<file path="src/rtl/nec_tx_pkg.sv">
package nec_tx_pkg;

    // Protocol lengths in units of about 562 us
    localparam int LEAD_MARK_U  = 16;
    localparam int LEAD_SPACE_U = 8;
    localparam int REP_SPACE_U  = 4;
    localparam int BIT_MARK_U   = 1;
    localparam int ZERO_SPACE_U = 1;
    localparam int ONE_SPACE_U  = 3;
    localparam int STOP_MARK_U  = 1;

    typedef enum logic [2:0] {
        PH_IDLE,
        PH_LEAD_MARK,
        PH_LEAD_SPACE,
        PH_BIT_MARK,
        PH_BIT_SPACE,
        PH_STOP_MARK
    } phase_e;

    function automatic logic is_mark(phase_e p);
        return (p == PH_LEAD_MARK) || (p == PH_BIT_MARK) || (p == PH_STOP_MARK);
    endfunction

endpackage

</file>
<file path="src/rtl/nec_tx_hold.sv">
module nec_tx_hold #(
    parameter int MSG_W = 32
) (
    input  logic             clk,
    input  logic             rst_n,
    input  logic             wr_i,
    input  logic [MSG_W-1:0] data_i,
    input  logic             take_i,
    output logic             busy_o,
    output logic [MSG_W-1:0] word_o
);

    typedef struct packed {
        logic             pend;
        logic [MSG_W-1:0] word;
    } hold_t;

    hold_t s_d, s_q;

    always_comb begin
        s_d = s_q;
        if (take_i) begin
            s_d.pend = 1'b0;
        end
        if (wr_i) begin
            s_d.pend = 1'b1;
            s_d.word = data_i;
        end
    end

    always_ff @(posedge clk) begin
        if (!rst_n) begin
            s_q <= '0;
        end else begin
            s_q <= s_d;
        end
    end

    assign busy_o = s_q.pend;
    assign word_o = s_q.word;

    p_busy_after_write_r1: assert property (@(posedge clk) disable iff (!rst_n)
        wr_i |=> busy_o)
        else $error("busy not raised after write");

    p_busy_drops_after_take_r2: assert property (@(posedge clk) disable iff (!rst_n)
        (take_i && !wr_i) |=> !busy_o)
        else $error("busy still set after transfer");

endmodule

</file>
<file path="src/rtl/nec_tx_window.sv">
module nec_tx_window #(
    parameter int LIMIT_TICKS = 8064
) (
    input  logic clk,
    input  logic rst_n,
    input  logic tick_i,
    input  logic restart_i,
    output logic open_o
);

    localparam int CW = $clog2(LIMIT_TICKS + 1);
    localparam logic [CW-1:0] LIMIT_C = CW'(LIMIT_TICKS);

    typedef struct packed {
        logic          armed;
        logic [CW-1:0] cnt;
    } win_t;

    win_t s_d, s_q;

    always_comb begin
        s_d = s_q;
        if (restart_i) begin
            s_d.armed = 1'b1;
            s_d.cnt   = '0;
        end else if (tick_i && (s_q.cnt < LIMIT_C)) begin
            s_d.cnt = s_q.cnt + 1'b1;
        end
    end

    always_ff @(posedge clk) begin
        if (!rst_n) begin
            s_q <= '0;
        end else begin
            s_q <= s_d;
        end
    end

    assign open_o = s_q.armed && (s_q.cnt < LIMIT_C);

    p_restart_opens_r7: assert property (@(posedge clk) disable iff (!rst_n)
        restart_i |=> open_o)
        else $error("window not open after restart");

    p_closed_stays_closed_r7: assert property (@(posedge clk) disable iff (!rst_n)
        (!open_o && !restart_i) |=> !open_o)
        else $error("window reopened without a frame start");

endmodule

</file>
<file path="src/rtl/nec_tx_seq.sv">
module nec_tx_seq
    import nec_tx_pkg::*;
#(
    parameter int MSG_W      = 32,
    parameter int UNIT_TICKS = 42
) (
    input  logic             clk,
    input  logic             rst_n,
    input  logic             tick_i,
    input  logic             pend_i,
    input  logic [MSG_W-1:0] word_i,
    input  logic             win_open_i,
    output logic             take_o,
    output logic             rep_start_o,
    output logic             txd_o
);

    localparam int LW = $clog2(LEAD_MARK_U * UNIT_TICKS + 1);
    localparam int BW = $clog2(MSG_W);
    localparam logic [LW-1:0] T_LEAD_MARK  = LW'(LEAD_MARK_U * UNIT_TICKS);
    localparam logic [LW-1:0] T_LEAD_SPACE = LW'(LEAD_SPACE_U * UNIT_TICKS);
    localparam logic [LW-1:0] T_REP_SPACE  = LW'(REP_SPACE_U * UNIT_TICKS);
    localparam logic [LW-1:0] T_BIT_MARK   = LW'(BIT_MARK_U * UNIT_TICKS);
    localparam logic [LW-1:0] T_ZERO_SPACE = LW'(ZERO_SPACE_U * UNIT_TICKS);
    localparam logic [LW-1:0] T_ONE_SPACE  = LW'(ONE_SPACE_U * UNIT_TICKS);
    localparam logic [LW-1:0] T_STOP_MARK  = LW'(STOP_MARK_U * UNIT_TICKS);
    localparam logic [BW-1:0] LAST_BIT     = BW'(MSG_W - 1);

    typedef struct packed {
        phase_e           phase;
        logic             rep;
        logic [MSG_W-1:0] shift;
        logic [MSG_W-1:0] last;
        logic             last_valid;
        logic [BW-1:0]    bit_idx;
        logic [LW-1:0]    left;
        logic             txd;
    } seq_t;

    seq_t s_d, s_q;
    logic take;
    logic rep_now;

    assign take    = (s_q.phase == PH_IDLE) && pend_i;
    assign rep_now = s_q.last_valid && (word_i == s_q.last) && win_open_i;

    always_comb begin
        s_d = s_q;
        if (take) begin
            s_d.phase      = PH_LEAD_MARK;
            s_d.rep        = rep_now;
            s_d.shift      = word_i;
            s_d.last       = word_i;
            s_d.last_valid = 1'b1;
            s_d.bit_idx    = '0;
            s_d.left       = T_LEAD_MARK;
        end else if (tick_i && (s_q.phase != PH_IDLE)) begin
            s_d.txd = is_mark(s_q.phase) ? ~s_q.txd : 1'b0;
            if (s_q.left > 1) begin
                s_d.left = s_q.left - 1'b1;
            end else begin
                unique case (s_q.phase)
                    PH_LEAD_MARK: begin
                        s_d.phase = PH_LEAD_SPACE;
                        s_d.left  = s_q.rep ? T_REP_SPACE : T_LEAD_SPACE;
                    end
                    PH_LEAD_SPACE: begin
                        if (s_q.rep) begin
                            s_d.phase = PH_STOP_MARK;
                            s_d.left  = T_STOP_MARK;
                        end else begin
                            s_d.phase = PH_BIT_MARK;
                            s_d.left  = T_BIT_MARK;
                        end
                    end
                    PH_BIT_MARK: begin
                        s_d.phase = PH_BIT_SPACE;
                        s_d.left  = s_q.shift[0] ? T_ONE_SPACE : T_ZERO_SPACE;
                    end
                    PH_BIT_SPACE: begin
                        s_d.shift = s_q.shift >> 1;
                        if (s_q.bit_idx == LAST_BIT) begin
                            s_d.phase = PH_STOP_MARK;
                            s_d.left  = T_STOP_MARK;
                        end else begin
                            s_d.bit_idx = s_q.bit_idx + 1'b1;
                            s_d.phase   = PH_BIT_MARK;
                            s_d.left    = T_BIT_MARK;
                        end
                    end
                    PH_STOP_MARK: begin
                        s_d.phase = PH_IDLE;
                        s_d.left  = '0;
                    end
                    default: begin
                        s_d.phase = PH_IDLE;
                    end
                endcase
            end
        end
    end

    always_ff @(posedge clk) begin
        if (!rst_n) begin
            s_q <= '0;
        end else begin
            s_q <= s_d;
        end
    end

    assign take_o      = take;
    assign rep_start_o = take && rep_now;
    assign txd_o       = s_q.txd;

    p_quiet_when_idle_r5: assert property (@(posedge clk) disable iff (!rst_n)
        (s_q.phase == PH_IDLE) |-> !txd_o)
        else $error("output active while idle");

    p_moves_only_on_tick_r5: assert property (@(posedge clk) disable iff (!rst_n)
        !tick_i |=> $stable(txd_o))
        else $error("output changed without a carrier tick");

    p_space_is_low_r5: assert property (@(posedge clk) disable iff (!rst_n)
        ((s_q.phase == PH_LEAD_SPACE || s_q.phase == PH_BIT_SPACE) && tick_i && !take)
            |=> !txd_o)
        else $error("output high during a space");

    p_no_bits_in_repeat_r6: assert property (@(posedge clk) disable iff (!rst_n)
        s_q.rep |-> (s_q.phase != PH_BIT_MARK && s_q.phase != PH_BIT_SPACE))
        else $error("repeat code entered the data bits");

endmodule

</file>
<file path="src/rtl/nec_ir_tx.sv">
module nec_ir_tx #(
    parameter int UNIT_TICKS   = 42,
    parameter int WINDOW_UNITS = 192
) (
    input  logic        clk,
    input  logic        rst_n,
    input  logic        wr_en_i,
    input  logic [31:0] wr_data_i,
    output logic        busy_o,
    input  logic        carrier_tick_i,
    output logic        txd_o
);

    localparam int MSG_W       = 32;
    localparam int LIMIT_TICKS = WINDOW_UNITS * UNIT_TICKS;

    logic             take;
    logic             rep_start;
    logic             win_open;
    logic             busy;
    logic [MSG_W-1:0] held_word;

    nec_tx_hold #(.MSG_W(MSG_W)) u_hold (
        .clk    (clk),
        .rst_n  (rst_n),
        .wr_i   (wr_en_i),
        .data_i (wr_data_i),
        .take_i (take),
        .busy_o (busy),
        .word_o (held_word)
    );

    nec_tx_window #(.LIMIT_TICKS(LIMIT_TICKS)) u_window (
        .clk       (clk),
        .rst_n     (rst_n),
        .tick_i    (carrier_tick_i),
        .restart_i (take),
        .open_o    (win_open)
    );

    nec_tx_seq #(.MSG_W(MSG_W), .UNIT_TICKS(UNIT_TICKS)) u_seq (
        .clk         (clk),
        .rst_n       (rst_n),
        .tick_i      (carrier_tick_i),
        .pend_i      (busy),
        .word_i      (held_word),
        .win_open_i  (win_open),
        .take_o      (take),
        .rep_start_o (rep_start),
        .txd_o       (txd_o)
    );

    assign busy_o = busy;

    p_repeat_needs_window_r6: assert property (@(posedge clk) disable iff (!rst_n)
        rep_start |-> win_open)
        else $error("repeat started with the window closed");

    p_take_needs_pending_r2: assert property (@(posedge clk) disable iff (!rst_n)
        take |-> busy_o)
        else $error("transfer without a pending word");

endmodule

</file>
<file path="config.mk">
export PLATFORM = sky130hd
export DESIGN_NAME = nec_ir_tx
export DESIGN_NICKNAME = d
export VERILOG_FILES = /design/src/rtl/nec_tx_pkg.sv /design/src/rtl/nec_tx_hold.sv /design/src/rtl/nec_tx_window.sv /design/src/rtl/nec_tx_seq.sv /design/src/rtl/nec_ir_tx.sv
export SDC_FILE = /design/constraint.sdc
export NUM_CORES = 1
export LEC_CHECK = 0
export BUFFER_PORTS_ARGS = -buffer_cell sky130_fd_sc_hd__buf_2
export CAP_MARGIN = 20
export CORE_ASPECT_RATIO = 1.5
export CORE_MARGIN = 1.5
export CORE_UTILIZATION = 55
export DETAILED_ROUTE_END_ITERATION = 16
export GPL_TIMING_DRIVEN = 0
export PLACE_DENSITY = 0.73
export RECOVER_POWER = 100
export SLEW_MARGIN = 40
export SYNTH_ARGS = -nofsm -noshare
export SYNTH_HDL_FRONTEND = slang
export SYNTH_HIERARCHICAL = 1
export SYNTH_SLANG_ARGS = --single-unit
</file>
<file path="constraint.sdc">
create_clock -name clk -period 2.9 [get_ports clk]
set_clock_uncertainty 0.15 [all_clocks]
set_input_delay 0.29 -clock clk [delete_from_list [all_inputs] [get_ports clk]]
set_output_delay 0.29 -clock clk [all_outputs]
set_load 0.02 [all_outputs]
</file>
Yosys cells after proc, flatten, opt, wreduce, memory -nomap -nowiden
Cells that the tools add are included.
- bitwise gates (word level): 5
- add/sub/neg operators: 3
- $lt $le $gt $ge: 2
- eq/ne operators: 8
- muxes and demuxes: 19
- reduce and logical (&&, ||, !) cells: 24
- operators by type and width (cell ; count):
    $mux 32 ; 4
    $pmux 10 s4 ; 1
    $mux 33 ; 1
    $eq 32x32->1 ; 1
    $mux 10 ; 2
    $add 13x1->13 const B ; 1
    $lt 13x13->1 const B ; 1
    $pmux 3 s4 ; 1
    $mux 11 ; 1
    $gt 10x1->1 const B ; 1
    $reduce_and 2->1 ; 5
    $sub 10x1->10 const B ; 1
    $mux 9 ; 1
    $mux 7 ; 1
    $eq 3x2->1 const B ; 2
    $eq 3x3->1 const B ; 2
    $logic_and 1x1->1 ; 6
    $mux 3 ; 2
    $reduce_bool 2->1 ; 3
    $reduce_bool 6->1 ; 1
    $add 5x1->5 const B ; 1
    $eq 5x5->1 const B ; 1
    $mux 1 ; 5
    $not 1->1 ; 5
    other kinds (9) ; 11
- logic and storage cells: 74
- output and inout port bits: 2
- input port bits: 36
- register bits after elaboration: 131

Longest topological paths before layout
Gate-level depths: netlist of run 1.
- word-level depth: 6
- depth in mapped cells: 9
- depth with buffers taken out: 8

Cells and area by module
The synthesis of run 1 kept the hierarchy.
- modules (own cells, without submodules) (module ; area an instance (sq um) ; seq. area each (sq um) ; times used ; cells an instance):
    nec_tx_seq ; 4100.2 ; 1701.6 ; 1 ; 485
    nec_tx_hold ; 1277.5 ; 660.6 ; 1 ; 106
    nec_tx_window ; 666.9 ; 280.3 ; 1 ; 71

Worst setup path before layout of run 1
OpenSTA, ideal clock, no wires.
- path type: flip-flop to flip-flop
- start: register u_hold.s_q (netlist bit u_hold/busy_o)
- end: register u_window/s_q[0] (netlist bit)
- clock period less this slack: 2202 ps
- library setup time: 128 ps
- path buffers: 3
- data required time: 2622 ps
- cell stages (with the launch flop): 8
- arrival time: 1925 ps
- slack: 698 ps
- cells stage by stage: dfxtp_1 or4b_1 clkbuf_1 inv_2 buf_2 nand2b_1 clkbuf_1 nor2_1
- word-level cells in the longest chain between the ends: 2
- RTL lines (what ; line ; text):
    start: declaration ; nec_tx_hold.sv:18 ; hold_t s_d, s_q;
    start signal: assignment ; nec_tx_hold.sv:33 ; s_q <= '0;
    start signal: assignment ; nec_tx_hold.sv:35 ; s_q <= s_d;
    $logic_and 1x1->1 ; nec_tx_seq.sv:44 ; assign take = (s_q.phase == PH_IDLE) && pend_i;
    net take ; nec_ir_tx.sv:17 ; logic take;
    $reduce_or 2->1 (no line) ; -- ;
    end signal: assignment ; nec_tx_window.sv:33 ; s_q <= '0;
    end signal: assignment ; nec_tx_window.sv:35 ; s_q <= s_d;
    end: declaration ; nec_tx_window.sv:19 ; win_t s_d, s_q;
The timed path passes the listed nets, and every way through them passes these cells.
A chain may end at the register's enable or synchronous reset.

Final worst setup path of run 1
- start: register u_seq/s_q[1] (netlist bit)
- end: register u_seq/s_q[70] (netlist bit)
- word-level cells in the longest chain between the ends: 3
- RTL lines (what ; line ; text):
    start: declaration ; nec_tx_seq.sv:40 ; seq_t s_d, s_q;
    start signal: assignment ; nec_tx_seq.sv:105 ; s_q <= '0;
    start signal: assignment ; nec_tx_seq.sv:107 ; s_q <= s_d;
    $gt 10x1->1 ; nec_tx_seq.sv:59 ; if (s_q.left > 1) begin
    $ne 2x2->1 (no line) ; -- ;
    $reduce_and 3->1 (no line) ; -- ;
No other way between the ends.

==> impl_metrics.csv, run 1 <==
group,metric,value,unit
global_routing,antenna_found_initial,0,
sta,hold_ws,-2.177,ps
yosys,synth_flop_cell,"dfxtp_1",
yosys,synth-seq-area-share,43.72,%
status,status,"finished, violations left",
layout,final_nets,776,
yosys,synth_warnings,6,
layout,final_cells,892,
global_routing,overflow,0,
place,place_congestion,0.8768,
flow_run,maxCapViolations,0,
sta,hold_viol,2,
floorplanning,dieArea,0.01164,sq mm
cts,path_clk_slew,60,ps
power_and_ir_drop,p_comb_share,32.0,%
layout,area_delta_synth_final,18.75,%
global_routing,grt_pass1_vias,5142,
global_routing,grt.total_usage,26.35,%
power_and_ir_drop,power_frac_seq,34.8,%
route,drtIter0Drc,234,
sta,rsz0062_at_grt,"false",
power_and_ir_drop,p_int,0.004487,W
sta,setup_tns,0,ps
yosys,syn_area,0.006045,sq mm
sta,worstMarginPinSlew,954.7,ps
cts,numCtsBuffers,17,
power_and_ir_drop,pwr-share-clk,33.2,%
place,place_area,0.006410,sq mm
route,viasPerCell,5.724,
layout,drive_above_1_share,11.63,%
global_routing,grt_max_degree,17,
yosys,postSynth.asyncResetShare,0,%
sta,slew_viol_final,0,
sta,finalCritPeriodShare,91.67,%
yosys,syn_inst,662,
critical_path,cp_max_fo,10,
sta,fin_crit,2658,ps
cts,cts_root_buffer,"clkbuf_16",
route,ant_nets,0,
route,totalWireLength,14.53,mm
cts,cts_tree,"yes",
sta,relSlewSlack,36.36,%
floorplanning,dieHeight,131.4,microns
route,first_pass_iters,5,
yosys,syn_nets,703,
layout,antenna_cells,0,
floorplanning,fp.dieW,88.60,microns
sta,worst_slack,241.6,ps
route,drt_drc_violations_left,0,
critical_path,cp-end-kind,"flip-flop",
layout,post-route-util,67.41,%
yosys,synth_cell_type_count,58,
floorplanning,initial_core_util,56.77,%
sta,fmax,0.3762,GHz
yosys,syn_area_per_cell,9.131,sq um
place,io_buffers,36,
cts,clock_sinks,132,
power_and_ir_drop,leakage,3.045,nW
place,preCtsSetupSlack,197.5,ps
min_path,hold_class,"primary input to flip-flop",
floorplanning,rows,46,
status,violations,"negative hold slack",
critical_path,critPathArrivalTime,2780,ps
cts,cts_buffer_depth,2,
yosys,ys_seq_elements,132,
global_routing,grt_pass1_wl,23.79,mm
yosys,synth_edf_count,0,
power_and_ir_drop,p_sw,0.002380,W
place,place_hpwl,10.05,mm
power_and_ir_drop,p_sw_share,34.66,%
power_and_ir_drop,ir_drop,0.5439,mV
place,dp.cells,842,
sta,setup_violations,0,
cts,clk_latency,410,ps
cts,htree_num_levels,4,
critical_path,crit_type,"flip-flop to flip-flop",
floorplanning,coreArea,0.01065,sq mm
route,wl_per_cell,16.28,microns
route,vias,5106,
power_and_ir_drop,powerDensity,956.6,mW/mm^2
critical_path,worstPathRequired,3020,ps
layout,fin_area,0.007178,sq mm
critical_path,start_kind,"flip-flop",
floorplanning,io_pins,38,
==> cell usage in the layout (no fill, tap or decap), types with 2 or more instances in the layout <==
| cell | synthesis | layout |
|---|---|---|
| inv_1 | 5 | 5 |
| a31oi_1 | 2 | 2 |
| nand3_1 | 7 | 7 |
| buf_2 | 4 | 35 |
| nor2_1 | 29 | 29 |
| xor2_1 | 33 | 33 |
| nor4_1 | 7 | 8 |
| clkbuf_1 | 26 | 35 |
| and2_0 | 0 | 2 |
| nand2_1 | 81 | 81 |
| o21ai_0 | 48 | 49 |
| nand2b_1 | 2 | 2 |
| clkbuf_2 | 0 | 4 |
| nor3_1 | 7 | 8 |
| o31ai_1 | 5 | 4 |
| bufinv_16 | 0 | 4 |
| o211ai_1 | 3 | 3 |
| nand4b_1 | 4 | 4 |
| clkbuf_16 | 0 | 17 |
| a211oi_2 | 2 | 2 |
| or3_1 | 4 | 4 |
| buf_12 | 3 | 3 |
| a32oi_1 | 2 | 2 |
| o211a_1 | 2 | 2 |
| nor2b_1 | 34 | 34 |
| and3_1 | 3 | 3 |
| clkinv_2 | 0 | 2 |
| o21a_1 | 5 | 5 |
| a21oi_1 | 90 | 90 |
| dfxtp_1 | 132 | 132 |
| or4_1 | 4 | 4 |
| mux2i_1 | 66 | 66 |
| clkbuf_8 | 0 | 4 |
| nand3b_1 | 2 | 2 |
| nand4_1 | 3 | 3 |
| dlygate4sd3_1 | 0 | 18 |
| ha_1 | 5 | 5 |
| xnor2_1 | 8 | 8 |
==> power groups by stage <==
stage | Combinational, W | Clock (W) | Sequential, W
floorplan | 0.00173 | 0 | 0.00235
global placement | 0.00212 | 0 | 0.00240
detailed placement | 0.00219 | 0 | 0.00242
CTS | 0.00224 | 0.00231 | 0.00239
global route | 0.00242 | 0.00239 | 0.00244
finish | 0.00220 | 0.00228 | 0.00239
==> final timing paths <==
check | start | cells after the start | to | slack (ps)
worst max-delay path | u_seq/s_q[1] | 9 | u_seq/s_q[70] | 240
worst min-delay path | wr_data_i[7] | 3 | u_hold/word_o[7] | -2
worst max register to register | u_seq/s_q[1] | 9 | u_seq/s_q[70] | 240
worst min register to register | u_seq/s_q[23] | 2 | u_seq/s_q[23] | 310
==> what timing repair did <==
| item | CTS | global route |
|---|---|---|
| setup endpoints to repair | 0 | 2 |
| gates resized for setup | 0 | 2 |
| endpoints found under the hold margin | 18 | 0 |
| buffers inserted | 0 | 0 |
| hold buffers | 18 | 0 |
==> sequential cells by signal, summed over array words and instances, names as in the netlist <==
signal	flops
u_seq/s_q	84
u_seq/txd_o	1
u_window/s_q	14
u_hold/busy_o	1
u_hold/word_o	32
==> final cells by class <==
class	instances	area (sq um)
plain buffers	39	210.2
multi-input cells	485	3128
clock buffers	24	491.7
clock inverters	8	146.4
fillers	855	3470
flip-flops and latches	132	2643
repair buffers	54	356.6
inverters	6	22.52
well taps	144	180.2
==> cells in the mapped netlist, drive strengths merged (3+ instances only) <==
library cell	count	area, sq um
inv	6	22.52
nor2	29	108.9
nor4	9	77.57
nand3	9	62.56
and3	3	18.77
and2	3	18.77
o21a	5	37.54
dfxtp	132	2643
or3	4	25.02
xor2	33	289.0
clkbuf	26	97.59
xnor2	8	70.07
mux2i	66	660.6
a21oi	90	450.4
nand4b	5	58.80
buf	13	143.9
nor2b	34	212.7
o211ai	3	22.52
nand4	4	40.04
ha	5	62.56
o31ai	5	37.54
or4	4	30.03
nand2	81	304.0
o21ai	51	259.0
nor3	8	45.04
==> logic make-up after synthesis <==
family / after synthesis / share of synthesized area (%)
and+or+nand+nor: 204 / 18.30
AOI/OAI and AO/OA: 169 / 15.71
DFF: 132 / 43.72
muxes: 66 / 10.93
buffers and inverters: 45 / 4.368
xor gates and xnor gates: 41 / 5.941
adders and majority gates: 5 / 1.035
==> worst max-delay path: stages, from the launching register on <==
cell and delay (ps):
dfxtp_1 410, inv_1 60, ha_1 200, clkbuf_1 210, nor2_1 310, and4b_1 310, nand3_4 160, clkbuf_2 350
mux2i_1 260, a21oi_1 90
==> metrics by stage <==
step | total power, W | hold WS [ps]
after global placement | 0.004523 | 296.9
after detailed placement | 0.004615 | 305.1
final | 0.006867 | -2.177
after CTS | 0.006934 | 0.1556
after floorplan | 0.004080 | 257.8
after global routing | 0.007242 | 18.15
==> metal layers <==
| metal | GRT usage, % | wire, microns |
|---|---|---|
| met1 | 27.24 | 5527 |
| met2 | 48.18 | 7843 |
| met3 | 6.030 | 622 |
| met4 | 12.59 | 532 |
| met5 | 0 | 0 |
Power figures use the tool's default switching activity.
==> run 2: changes to the inputs <==
- ABC_AREA: not set -> 1
==> impl_metrics.csv, run 2 <==
group,metric,value,unit
yosys,syn_nets,1020,
cts,cts_root_buffer,"clkbuf_16",
route,first_pass_iters,7,
critical_path,cpPeakStageDelay,470,ps
critical_path,cp_max_fo,10,
place,place_area,0.007066,sq mm
critical_path,crit_top_cell,"nand2_1",
route,ant_nets,0,
sta,rsz0062_at_grt,"false",
sta,slew_viol_final,0,
yosys,syn_area,0.006689,sq mm
min_path,hold_class,"primary input to flip-flop",
global_routing,grt_max_degree,17,
cts,clk_latency,410,ps
cts,cts_tree,"yes",
layout,post-route-util,65.94,%
global_routing,grt_pass1_wl,27.56,mm
critical_path,worstPathRequired,3020,ps
layout,area_delta_synth_final,17.86,%
power_and_ir_drop,leakage,3.385,nW
yosys,syn_area_per_cell,6.832,sq um
status,status,"completed",
critical_path,critPathArrivalTime,2570,ps
route,drtIter0Drc,345,
cts,htree_num_levels,4,
critical_path,cp-end-kind,"flip-flop",
global_routing,antenna_found_initial,0,
yosys,syn_inst,979,
critical_path,start_kind,"flip-flop",
layout,mostFrequentLayoutCell,"nand2_1",
critical_path,crit_type,"flip-flop to flip-flop",
sta,hold_viol,0,
sta,setup_tns,0,ps
layout,largest_reg_flops,84,
cts,clock_sinks,132,
route,totalWireLength,16.21,mm
floorplanning,dieArea,0.01285,sq mm
place,io_buffers,37,
layout,antenna_cells,0,
floorplanning,coreArea,0.01196,sq mm
layout,mostFrequentLayoutCells,"nand2_1, nor2_1, inv_1, dfxtp_1, o21ai_0",
critical_path,cp_cell_sequence,"nor2_1 -> nand3_1 -> nand2_1 -> inv_1 -> buf_2 -> nand2_1 -> o21ai_0",
sta,fmax,0.4085,GHz
cts,path_clk_slew,60,ps
place,place_hpwl,11.22,mm
layout,top_register,"u_seq/s_q",
sta,finalCritPeriodShare,84.42,%
route,drt_drc_violations_left,0,
floorplanning,initial_core_util,55.95,%
floorplanning,fp.dieW,93.05,microns
layout,fill_cells,1087,
route,vias,6281,
cts,cts_setup_buffers,0,
sta,setup_violations,0,
cts,ctsResizeCount,0,
global_routing,overflow,0,
sta,fin_crit,2448,ps
place,place_congestion,0.9053,
floorplanning,dieHeight,138.1,microns
floorplanning,rows,49,
layout,fin_area,0.007884,sq mm
power_and_ir_drop,powerDensity,589.7,mW/mm^2
flow_run,maxCapViolations,0,
floorplanning,io_pins,38,
layout,multi_input_area,0.003221,sq mm
sta,relSlewSlack,50.20,%
sta,hold_ws,79.01,ps
power_and_ir_drop,ir_drop,0.4137,mV
global_routing,grt_pass1_vias,6023,
cts,numCtsBuffers,17,
layout,final_nets,1108,
layout,drive_above_1_share,15.13,%
sta,worstMarginPinSlew,747.0,ps
route,wl_per_cell,13.18,microns
layout,seqCellArea,0.002643,sq mm
cts,cts_hold_buffers,32,
global_routing,grt.total_usage,26.93,%
cts,cts_buffer_depth,2,
route,viasPerCell,5.107,
critical_path,critPathSlowestCell,"nand3_1",
yosys,synth_warnings,6,
==> run 2: final cells by class <==
cell class	count	share of cell area [%]
Timing Repair Buffer	69	6.364
Multi-Input combinational cell	668	40.85
Inverter	142	6.824
Sequential cell	132	33.52
Clock buffer	23	5.936
Clock inverter	6	1.016
Tap cell	153	2.428
Buffer	37	3.063
==> run 2: worst paths after layout <==
kind | startpoint | to | slack (ps) | depth (start not counted)
max | u_seq/s_q[82] | u_seq/s_q[33] | 450 | 7
min | rst_n | u_window/s_q[13] | 80 | 3
max reg2reg | u_seq/s_q[82] | u_seq/s_q[33] | 450 | 7
min reg2reg | u_window/s_q[13] | u_window/s_q[13] | 310 | 2
==> run 2: through the flow <==
step / instances / power [W] / setup slack [ps]
6_report: 1230 / 0.004649 / 451.9
5_1_grt: 1230 / 0.004860 / 302.8
4_1_cts: 1230 / 0.004690 / 789.0
3_5_place_dp: 1169 / 0.002642 / 793.3
3_3_place_gp: 1169 / 0.002635 / 777.2
2_1_floorplan: 979 / 0.002466 / 1107
==> run 2: worst max-delay path: cells and delay by family (launching register included) <==
| family | cells | cell delay, ps |
|---|---|---|
| compound gates | 1 | 70 |
| buf+inv | 2 | 450 |
| simple gates | 4 | 1260 |
| flops | 1 | 370 |
==> run 2: power by group <==
part           switching [W]  leakage, nW  total (W)  internal, W
clock               0.000724        0.273    0.00201      0.00129
combinational       0.000430         2.04   0.000680     0.000250
sequential         0.0000623         1.08    0.00196      0.00189
==> run 2: routing by layer <==
metal  GRT usage [%]  share of wire [%]
met1           30.08                 41
met2           48.79                 53
met3           4.565                3.0
met4           12.20                3.1
met5               0                  0
